File: config.mk
export PLATFORM = sky130hd
export DESIGN_NAME = phy_pwr_seq
export DESIGN_NICKNAME = d
export VERILOG_FILES = /design/src/rtl/phy_pwr_seq_pkg.sv /design/src/rtl/phy_seq_timer.sv /design/src/rtl/phy_seq_fsm.sv /design/src/rtl/phy_seq_ctl.sv /design/src/rtl/phy_pwr_seq.sv
export SDC_FILE = /design/constraint.sdc
export NUM_CORES = 1
export LEC_CHECK = 0
export BUFFER_PORTS_ARGS = -buffer_cell sky130_fd_sc_hd__buf_2
export CORE_ASPECT_RATIO = 1.5
export CORE_MARGIN = 1.5
export CORE_UTILIZATION = 61
export DETAILED_ROUTE_END_ITERATION = 10
export PLACE_DENSITY = 0.9
export SLEW_MARGIN = 20
export SYNTH_ARGS = -nofsm -noshare
export SYNTH_HDL_FRONTEND = slang
export SYNTH_HIERARCHICAL = 1
export SYNTH_SLANG_ARGS = --single-unit
File: constraint.sdc
create_clock -name clk_i -period 7.6 [get_ports clk_i]
set_clock_uncertainty 0.15 [all_clocks]
set_input_delay 0.38 -clock clk_i [delete_from_list [all_inputs] [get_ports clk_i]]
set_output_delay 0.38 -clock clk_i [all_outputs]
set_load 0.02 [all_outputs]
File: src/rtl/phy_pwr_seq_pkg.sv
package phy_pwr_seq_pkg;

  typedef enum logic [4:0] {
    ST_IDLE,
    ST_BG_ON, ST_PWR_ON,
    ST_M_MODE, ST_M_PLL, ST_M_LDO, ST_M_ARST, ST_M_ARST_W, ST_M_DRST, ST_M_DRST_W, ST_M_LANE,
    ST_L_DIR, ST_L_MODE, ST_L_PLL, ST_L_PWR, ST_L_SETTLE_W, ST_L_RST_W, ST_L_EN, ST_L_LANE,
    ST_D_LANE, ST_D_PD, ST_D_PWR, ST_D_BG, ST_D_LLANE, ST_D_LEN, ST_D_LPD
  } step_e;

  localparam logic [2:0] MODE_MIPI = 3'b001;
  localparam logic [2:0] MODE_LVDS = 3'b010;
  localparam logic [2:0] MODE_TTL  = 3'b100;

  localparam logic [1:0] PWR_WORK_EN  = 2'b01;
  localparam logic [1:0] PWR_WORK_DIS = 2'b10;

endpackage

File: src/rtl/phy_seq_timer.sv
module phy_seq_timer #(
  parameter int CNT_W = 8
) (
  input  logic             clk_i,
  input  logic             rst_ni,
  input  logic             load_i,
  input  logic [CNT_W-1:0] load_val_i,
  output logic             zero_o
);
  logic [CNT_W-1:0] cnt_q;

  always_ff @(posedge clk_i or negedge rst_ni) begin
    if (!rst_ni)             cnt_q <= '0;
    else if (load_i)         cnt_q <= load_val_i;
    else if (cnt_q != '0)    cnt_q <= cnt_q - 1'b1;
  end

  assign zero_o = (cnt_q == '0);
endmodule

File: src/rtl/phy_seq_fsm.sv
module phy_seq_fsm
  import phy_pwr_seq_pkg::*;
#(
  parameter int RST_CYC    = 200,
  parameter int SETTLE_CYC = 4000000,
  parameter int CNT_W      = 22
) (
  input  logic             clk_i,
  input  logic             rst_ni,
  input  logic             start_i,
  input  logic             stop_i,
  input  logic [2:0]       mode_i,
  input  logic             tmr_zero_i,
  output step_e            step_o,
  output logic             act_o,
  output logic             tmr_load_o,
  output logic [CNT_W-1:0] tmr_val_o,
  output logic             busy_o,
  output logic             done_o,
  output logic             err_o
);
  step_e step_q, step_d;
  logic  lvds_q, done_q, err_q;
  logic  mode_ok, is_wait, accept;

  assign mode_ok = (mode_i == MODE_MIPI) || (mode_i == MODE_LVDS);
  assign is_wait = (step_q == ST_M_ARST_W) || (step_q == ST_M_DRST_W) ||
                   (step_q == ST_L_SETTLE_W) || (step_q == ST_L_RST_W);
  assign act_o   = (step_q != ST_IDLE) && (!is_wait || tmr_zero_i);
  assign accept  = (step_q == ST_IDLE) && ((start_i && mode_ok) || (!start_i && stop_i));

  always_comb begin
    step_d = step_q;
    unique case (step_q)
      ST_IDLE:       if (start_i) begin
                       if (mode_ok) step_d = ST_BG_ON;
                     end else if (stop_i) step_d = ST_D_LANE;
      ST_BG_ON:      step_d = ST_PWR_ON;
      ST_PWR_ON:     step_d = lvds_q ? ST_L_DIR : ST_M_MODE;
      ST_M_MODE:     step_d = ST_M_PLL;
      ST_M_PLL:      step_d = ST_M_LDO;
      ST_M_LDO:      step_d = ST_M_ARST;
      ST_M_ARST:     step_d = ST_M_ARST_W;
      ST_M_ARST_W:   if (tmr_zero_i) step_d = ST_M_DRST;
      ST_M_DRST:     step_d = ST_M_DRST_W;
      ST_M_DRST_W:   if (tmr_zero_i) step_d = ST_M_LANE;
      ST_L_DIR:      step_d = ST_L_MODE;
      ST_L_MODE:     step_d = ST_L_PLL;
      ST_L_PLL:      step_d = ST_L_PWR;
      ST_L_PWR:      step_d = ST_L_SETTLE_W;
      ST_L_SETTLE_W: if (tmr_zero_i) step_d = ST_L_RST_W;
      ST_L_RST_W:    if (tmr_zero_i) step_d = ST_L_EN;
      ST_L_EN:       step_d = ST_L_LANE;
      ST_D_LANE:     step_d = ST_D_PD;
      ST_D_PD:       step_d = ST_D_PWR;
      ST_D_PWR:      step_d = ST_D_BG;
      ST_D_BG:       step_d = ST_D_LLANE;
      ST_D_LLANE:    step_d = ST_D_LEN;
      ST_D_LEN:      step_d = ST_D_LPD;
      default:       step_d = ST_IDLE;  // last steps of each path
    endcase
  end

  // timer is armed on the edge that enters each wait step
  assign tmr_load_o = act_o && ((step_q == ST_M_ARST) || (step_q == ST_M_DRST) ||
                                (step_q == ST_L_PWR) || (step_q == ST_L_SETTLE_W));
  assign tmr_val_o  = (step_q == ST_L_PWR) ? CNT_W'(SETTLE_CYC - 1) : CNT_W'(RST_CYC - 1);

  always_ff @(posedge clk_i or negedge rst_ni) begin
    if (!rst_ni) begin
      step_q <= ST_IDLE;
      lvds_q <= 1'b0;
      done_q <= 1'b0;
      err_q  <= 1'b0;
    end else begin
      step_q <= step_d;
      done_q <= act_o && ((step_q == ST_M_LANE) || (step_q == ST_L_LANE) || (step_q == ST_D_LPD));
      if (accept) begin
        lvds_q <= (mode_i == MODE_LVDS);
        err_q  <= 1'b0;
      end else if (step_q == ST_IDLE && start_i) begin
        err_q  <= 1'b1;
      end
    end
  end

  assign step_o = step_q;
  assign busy_o = (step_q != ST_IDLE);
  assign done_o = done_q;
  assign err_o  = err_q;
endmodule

File: src/rtl/phy_seq_ctl.sv
module phy_seq_ctl
  import phy_pwr_seq_pkg::*;
#(
  parameter int PREDIV_W    = 5,
  parameter int FBDIV_W     = 9,
  parameter int LANE_W      = 5,
  parameter int LVDS_PREDIV = 2,
  parameter int LVDS_FBDIV  = 28
) (
  input  logic                clk_i,
  input  logic                rst_ni,
  input  logic                act_i,
  input  step_e               step_i,
  input  logic [PREDIV_W-1:0] prediv_i,
  input  logic [FBDIV_W-1:0]  fbdiv_i,
  output logic                bg_pd_o,
  output logic [1:0]          pwr_work_o,
  output logic                ldo_pd_o,
  output logic                pll_pd_o,
  output logic                ana_rst_o,
  output logic                dig_rst_no,
  output logic [LANE_W-1:0]   lane_en_o,
  output logic [2:0]          mode_sel_o,
  output logic [PREDIV_W-1:0] prediv_o,
  output logic [FBDIV_W-1:0]  fbdiv_o,
  output logic                clk_dir_rev_o,
  output logic                lvds_pll_pd_o,
  output logic                lvds_bg_pd_o,
  output logic                lvds_rst_no,
  output logic                lvds_en_o,
  output logic [LANE_W-1:0]   lvds_lane_en_o
);
  // each step's action lands on the edge that leaves the step
  always_ff @(posedge clk_i or negedge rst_ni) begin
    if (!rst_ni) begin
      bg_pd_o        <= 1'b1;
      pwr_work_o     <= 2'b00;
      ldo_pd_o       <= 1'b1;
      pll_pd_o       <= 1'b1;
      ana_rst_o      <= 1'b0;
      dig_rst_no     <= 1'b1;
      lane_en_o      <= '0;
      mode_sel_o     <= 3'b000;
      prediv_o       <= '0;
      fbdiv_o        <= '0;
      clk_dir_rev_o  <= 1'b0;
      lvds_pll_pd_o  <= 1'b1;
      lvds_bg_pd_o   <= 1'b1;
      lvds_rst_no    <= 1'b1;
      lvds_en_o      <= 1'b0;
      lvds_lane_en_o <= '0;
    end else if (act_i) begin
      unique case (step_i)
        ST_BG_ON:      bg_pd_o <= 1'b0;
        ST_PWR_ON:     pwr_work_o <= PWR_WORK_EN;
        ST_M_MODE:     mode_sel_o <= MODE_MIPI;
        ST_M_PLL:      begin prediv_o <= prediv_i; fbdiv_o <= fbdiv_i; end
        ST_M_LDO:      begin ldo_pd_o <= 1'b0; pll_pd_o <= 1'b0; end
        ST_M_ARST:     ana_rst_o <= 1'b1;
        ST_M_ARST_W:   ana_rst_o <= 1'b0;
        ST_M_DRST:     dig_rst_no <= 1'b0;
        ST_M_DRST_W:   dig_rst_no <= 1'b1;
        ST_M_LANE:     lane_en_o <= '1;
        ST_L_DIR:      clk_dir_rev_o <= 1'b1;
        ST_L_MODE:     mode_sel_o <= MODE_LVDS;
        ST_L_PLL:      begin
                         prediv_o <= PREDIV_W'(LVDS_PREDIV);
                         fbdiv_o  <= FBDIV_W'(LVDS_FBDIV);
                       end
        ST_L_PWR:      begin lvds_pll_pd_o <= 1'b0; lvds_bg_pd_o <= 1'b0; end
        ST_L_SETTLE_W: lvds_rst_no <= 1'b0;
        ST_L_RST_W:    lvds_rst_no <= 1'b1;
        ST_L_EN:       lvds_en_o <= 1'b1;
        ST_L_LANE:     lvds_lane_en_o <= '1;
        ST_D_LANE:     lane_en_o <= '0;
        ST_D_PD:       begin ldo_pd_o <= 1'b1; pll_pd_o <= 1'b1; end
        ST_D_PWR:      pwr_work_o <= PWR_WORK_DIS;
        ST_D_BG:       bg_pd_o <= 1'b1;
        ST_D_LLANE:    lvds_lane_en_o <= '0;
        ST_D_LEN:      lvds_en_o <= 1'b0;
        ST_D_LPD:      begin lvds_pll_pd_o <= 1'b1; lvds_bg_pd_o <= 1'b1; end
        default:       ;
      endcase
    end
  end
endmodule

File: src/rtl/phy_pwr_seq.sv
module phy_pwr_seq
  import phy_pwr_seq_pkg::*;
#(
  parameter int RST_CYC     = 200,
  parameter int SETTLE_CYC  = 4000000,
  parameter int PREDIV_W    = 5,
  parameter int FBDIV_W     = 9,
  parameter int DATA_LANES  = 4,
  parameter int LVDS_PREDIV = 2,
  parameter int LVDS_FBDIV  = 28
) (
  input  logic                  clk_i,
  input  logic                  rst_ni,
  input  logic                  start_i,
  input  logic                  stop_i,
  input  logic [2:0]            mode_i,
  input  logic [PREDIV_W-1:0]   prediv_i,
  input  logic [FBDIV_W-1:0]    fbdiv_i,
  output logic                  busy_o,
  output logic                  done_o,
  output logic                  err_o,
  output logic                  bg_pd_o,
  output logic [1:0]            pwr_work_o,
  output logic                  ldo_pd_o,
  output logic                  pll_pd_o,
  output logic                  ana_rst_o,
  output logic                  dig_rst_no,
  output logic [DATA_LANES:0]   lane_en_o,
  output logic [2:0]            mode_sel_o,
  output logic [PREDIV_W-1:0]   prediv_o,
  output logic [FBDIV_W-1:0]    fbdiv_o,
  output logic                  clk_dir_rev_o,
  output logic                  lvds_pll_pd_o,
  output logic                  lvds_bg_pd_o,
  output logic                  lvds_rst_no,
  output logic                  lvds_en_o,
  output logic [DATA_LANES:0]   lvds_lane_en_o
);
  localparam int LANE_W  = DATA_LANES + 1;
  localparam int MAX_CYC = (SETTLE_CYC > RST_CYC) ? SETTLE_CYC : RST_CYC;
  localparam int CNT_W   = $clog2(MAX_CYC + 1);

  step_e            step;
  logic             act, tmr_load, tmr_zero;
  logic [CNT_W-1:0] tmr_val;

  phy_seq_fsm #(
    .RST_CYC(RST_CYC), .SETTLE_CYC(SETTLE_CYC), .CNT_W(CNT_W)
  ) u_fsm (
    .clk_i, .rst_ni, .start_i, .stop_i, .mode_i,
    .tmr_zero_i(tmr_zero), .step_o(step), .act_o(act),
    .tmr_load_o(tmr_load), .tmr_val_o(tmr_val),
    .busy_o, .done_o, .err_o
  );

  phy_seq_timer #(.CNT_W(CNT_W)) u_tmr (
    .clk_i, .rst_ni, .load_i(tmr_load), .load_val_i(tmr_val), .zero_o(tmr_zero)
  );

  phy_seq_ctl #(
    .PREDIV_W(PREDIV_W), .FBDIV_W(FBDIV_W), .LANE_W(LANE_W),
    .LVDS_PREDIV(LVDS_PREDIV), .LVDS_FBDIV(LVDS_FBDIV)
  ) u_ctl (
    .clk_i, .rst_ni, .act_i(act), .step_i(step), .prediv_i, .fbdiv_i,
    .bg_pd_o, .pwr_work_o, .ldo_pd_o, .pll_pd_o, .ana_rst_o, .dig_rst_no,
    .lane_en_o, .mode_sel_o, .prediv_o, .fbdiv_o, .clk_dir_rev_o,
    .lvds_pll_pd_o, .lvds_bg_pd_o, .lvds_rst_no, .lvds_en_o, .lvds_lane_en_o
  );
endmodule

==> impl_metrics.json <==
{
  "status": "finished, final reports clean",
  "ys.flop_type": "dfrtp_1",
  "async_flop_share_pct": 100,
  "syn_avg_cell_area_um2": 9.42,
  "postRouteAntennaNets": 0,
  "overflow": 0,
  "layout-drive-gt1-share_pct": 26.9,
  "crit_fanout": 12,
  "num-fill-cells": 409,
  "syn_area_um2": 3520,
  "clkLatencyLatePin_ns": 0.35,
  "cts_sinks": 58,
  "std_cell_rows": 33,
  "antenna_found_initial": 0,
  "vias": 2791,
  "drc": 0,
  "setup-tns-final_ns": 0,
  "grt_max_degree": 59,
  "yosys-top-cells-count": "dfrtp_1 (53), nand2_1 (35), buf_4 (32)",
  "worst_slew_pin_slew_ns": 1.03,
  "critPathMostFrequentCell": "nor2_1",
  "hpwl_um": 4970,
  "ys_ff_latch": 58,
  "cp_slowest_cell": "or4_1",
  "post_cts_buffers": 0,
  "post-route-period-util_pct": 53.6,
  "gp_congestion": 0.825,
  "grt_pass1_vias": 2636,
  "fin_util_pct": 69.6,
  "cts_max_level": 3,
  "core-area_um2": 5530,
  "start_kind": "flip-flop",
  "slew_headroom_pct": 30.7,
  "area_growth_pct": 9.31,
  "port_buffers": 61,
  "required_ns": 7.68,
  "antennaDiodeCount": 0,
  "hold_violations": 0,
  "min_period_ns": 4.07,
  "dr.pass1.iters": 4,
  "cts_tree": "done",
  "setup_viol": 0,
  "post-synth-top-area-cell": "dfrtp_1",
  "cts_hold_buf": 0,
  "grt_pass1_wl_um": 11800,
  "netlist_instances": 374,
  "synth_area_leaders": "dfrtp_1 (38%), buf_4 (6.8%), dfstp_2 (3.7%)",
  "p_leak_nw": 1.72,
  "multi_input_area_um2": 1730,
  "hp-class": "in2async",
  "root_buffer": "clkbuf_8",
  "ios": 63,
  "die_y_um": 96.1,
  "yosysSeqAreaShare_pct": 41.4,
  "slowest_delay_ns": 0.63,
  "cap_violations": 0,
  "ir_drop_uv": 207,
  "layout.area.seq_um2": 1460,
  "cts_buffers": 9,
  "max_freq_mhz": 246,
  "nNetsFinal": 430,
  "die_w_um": 65.0,
  "synth.top_cell.area_share_pct": 37.7,
  "grt_use_total_pct": 24.8,
  "rsz0062_at_grt": "false",
  "cp_data_arrival_time_ns": 4.15,
  "synth_edf_count": 0,
  "die_area_um2": 6250,
  "drt_iter0_markers": 261,
  "crit_path_cell_trace": "or4_4 > nor4_4 > and4_2 > nor2_1 > a31o_4 > nor2_1 > nand3b_4 > or4_1 > a22o_1",
  "report.final.slew_viol_count": 0,
  "cts_resized": 0,
  "end_kind": "flip-flop",
  "critPathKind": "reg2reg",
  "cts.path.max_buffers": 2,
  "p_per_area_nw_per_um2": 435,
  "drt-total-wl_um": 7190,
  "yosysWarnings": 6,
  "yosysUniqueCellTypes": 71,
  "path_clk_slew_ns": 0.07,
  "wire_per_inst_um": 14.9,
  "yosysMostFrequentCell": "dfrtp_1",
  "vias_per_cell": 5.78,
  "start_util_pct": 63.7
}
layout make-up:
cell class / count / share of cell area, %
flip-flops and latches: 58 / 37.9
multi-input cells: 263 / 44.8
inverters: 11 / 1.07
well taps: 70 / 2.27
clock inverters: 7 / 2.01
clock buffers: 9 / 3.22
repair buffers: 65 / 8.71
power breakdown:
group	internal (mW)	switching (mW)	total, mW
logic	0.321	0.471	0.792
clock network	0.153	0.133	0.286
registers	0.442	0.156	0.598
flip-flops by register name, summed over array words and instances (netlist names):
signal,count
u_ctl/ana_rst_o,1
u_ctl/lvds_en_o,1
u_ctl/bg_pd_o,1
u_tmr/cnt_q,22
u_fsm/lvds_q,1
u_fsm/step_o,5
u_ctl/lane_en_o,1
u_ctl/lvds_bg_pd_o,1
u_ctl/dig_rst_no,1
u_ctl/mode_sel_o,2
u_ctl/clk_dir_rev_o,1
u_ctl/pwr_work_o,2
u_ctl/lvds_rst_no,1
u_ctl/fbdiv_o,9
u_fsm/done_o,1
u_fsm/err_o,1
u_ctl/prediv_o,5
u_ctl/lvds_lane_en_o,1
u_ctl/pll_pd_o,1
final timing paths:
kind | start | endpoint | slack (ns) | depth (start not counted)
worst min-delay path | rst_ni | u_ctl/fbdiv_o[0] | 0.02 | 2
worst min register to register | u_ctl/clk_dir_rev_o | u_ctl/clk_dir_rev_o | 0.31 | 1
worst max-delay path | u_tmr/cnt_q[10] | u_ctl/prediv_o[2] | 3.53 | 9
min in group clk_i | prediv_i[3] | u_ctl/prediv_o[3] | 0.10 | 2
worst max register to register | u_tmr/cnt_q[10] | u_ctl/prediv_o[2] | 3.53 | 9
max in group asynchronous | rst_ni | u_fsm/lvds_q | 6.81 | 2
metal layers:
metal	GRT usage (%)	routed length [µm]	vias to the layer above
met5	0	0	-
met3	7.25	301	17
met2	43.0	3880	91
met1	27.6	2810	1319
li1	-	-	1364
met4	12.5	198	0
cells by family (layout without fill, tap and decap cells):
family,count (synthesis),in the layout,synth area share (%)
simple gates,125,125,20.9
compound gates,98,98,19.5
buf+inv,64,92,10.8
flops,58,58,41.4
xor+xnor,17,17,4.23
mux,8,8,2.49
other cells,3,14,0.320
fa+ha+maj,1,1,0.355
per-stage QoR:
stage / setup WS, ns / hold WS, ns / instance area [µm²] / power (mW) / instances
after floorplan: 4.22 / -0.0656 / 3560 / 1.22 / 385
after global placement: 3.71 / 0.287 / 3650 / 1.35 / 467
after detailed placement: 3.56 / 0.296 / 3650 / 1.38 / 467
after CTS: 3.54 / 0.0282 / 3850 / 1.67 / 483
after global routing: 3.23 / 0.0578 / 3850 / 1.80 / 483
final: 3.53 / 0.0153 / 3850 / 1.67 / 483
critical path: cells and delay by family (launching register included):
family             cells  cell delay, ns
DFF                    1            0.41
and+or+nand+nor        7            2.83
AOI/OAI and AO/OA      2            0.55
layout by cell type (no fill, tap or decap), types with 3 or more instances in the layout:
cell	synthesis	routed
buf_2	5	61
dfrtp_1	53	53
nand2_1	35	35
o21ai_0	22	22
nor2_1	22	21
a21oi_1	18	18
conb_1	3	14
a22o_1	10	10
inv_1	10	10
o31ai_1	10	10
xnor2_1	10	10
clkbuf_8	0	9
nor3_1	9	9
nand3_1	8	8
xor2_1	7	7
a2bb2oi_1	5	5
nor4_1	5	5
dfstp_2	5	5
buf_4	32	4
nor2b_1	4	4
o211ai_1	4	4
a31oi_1	4	4
o22a_1	4	4
mux2_2	4	4
or3_1	4	4
clkinv_4	0	3
nand3b_1	3	3
nand2b_1	3	3
o21ai_1	3	3
Power figures use the tool's default switching activity.
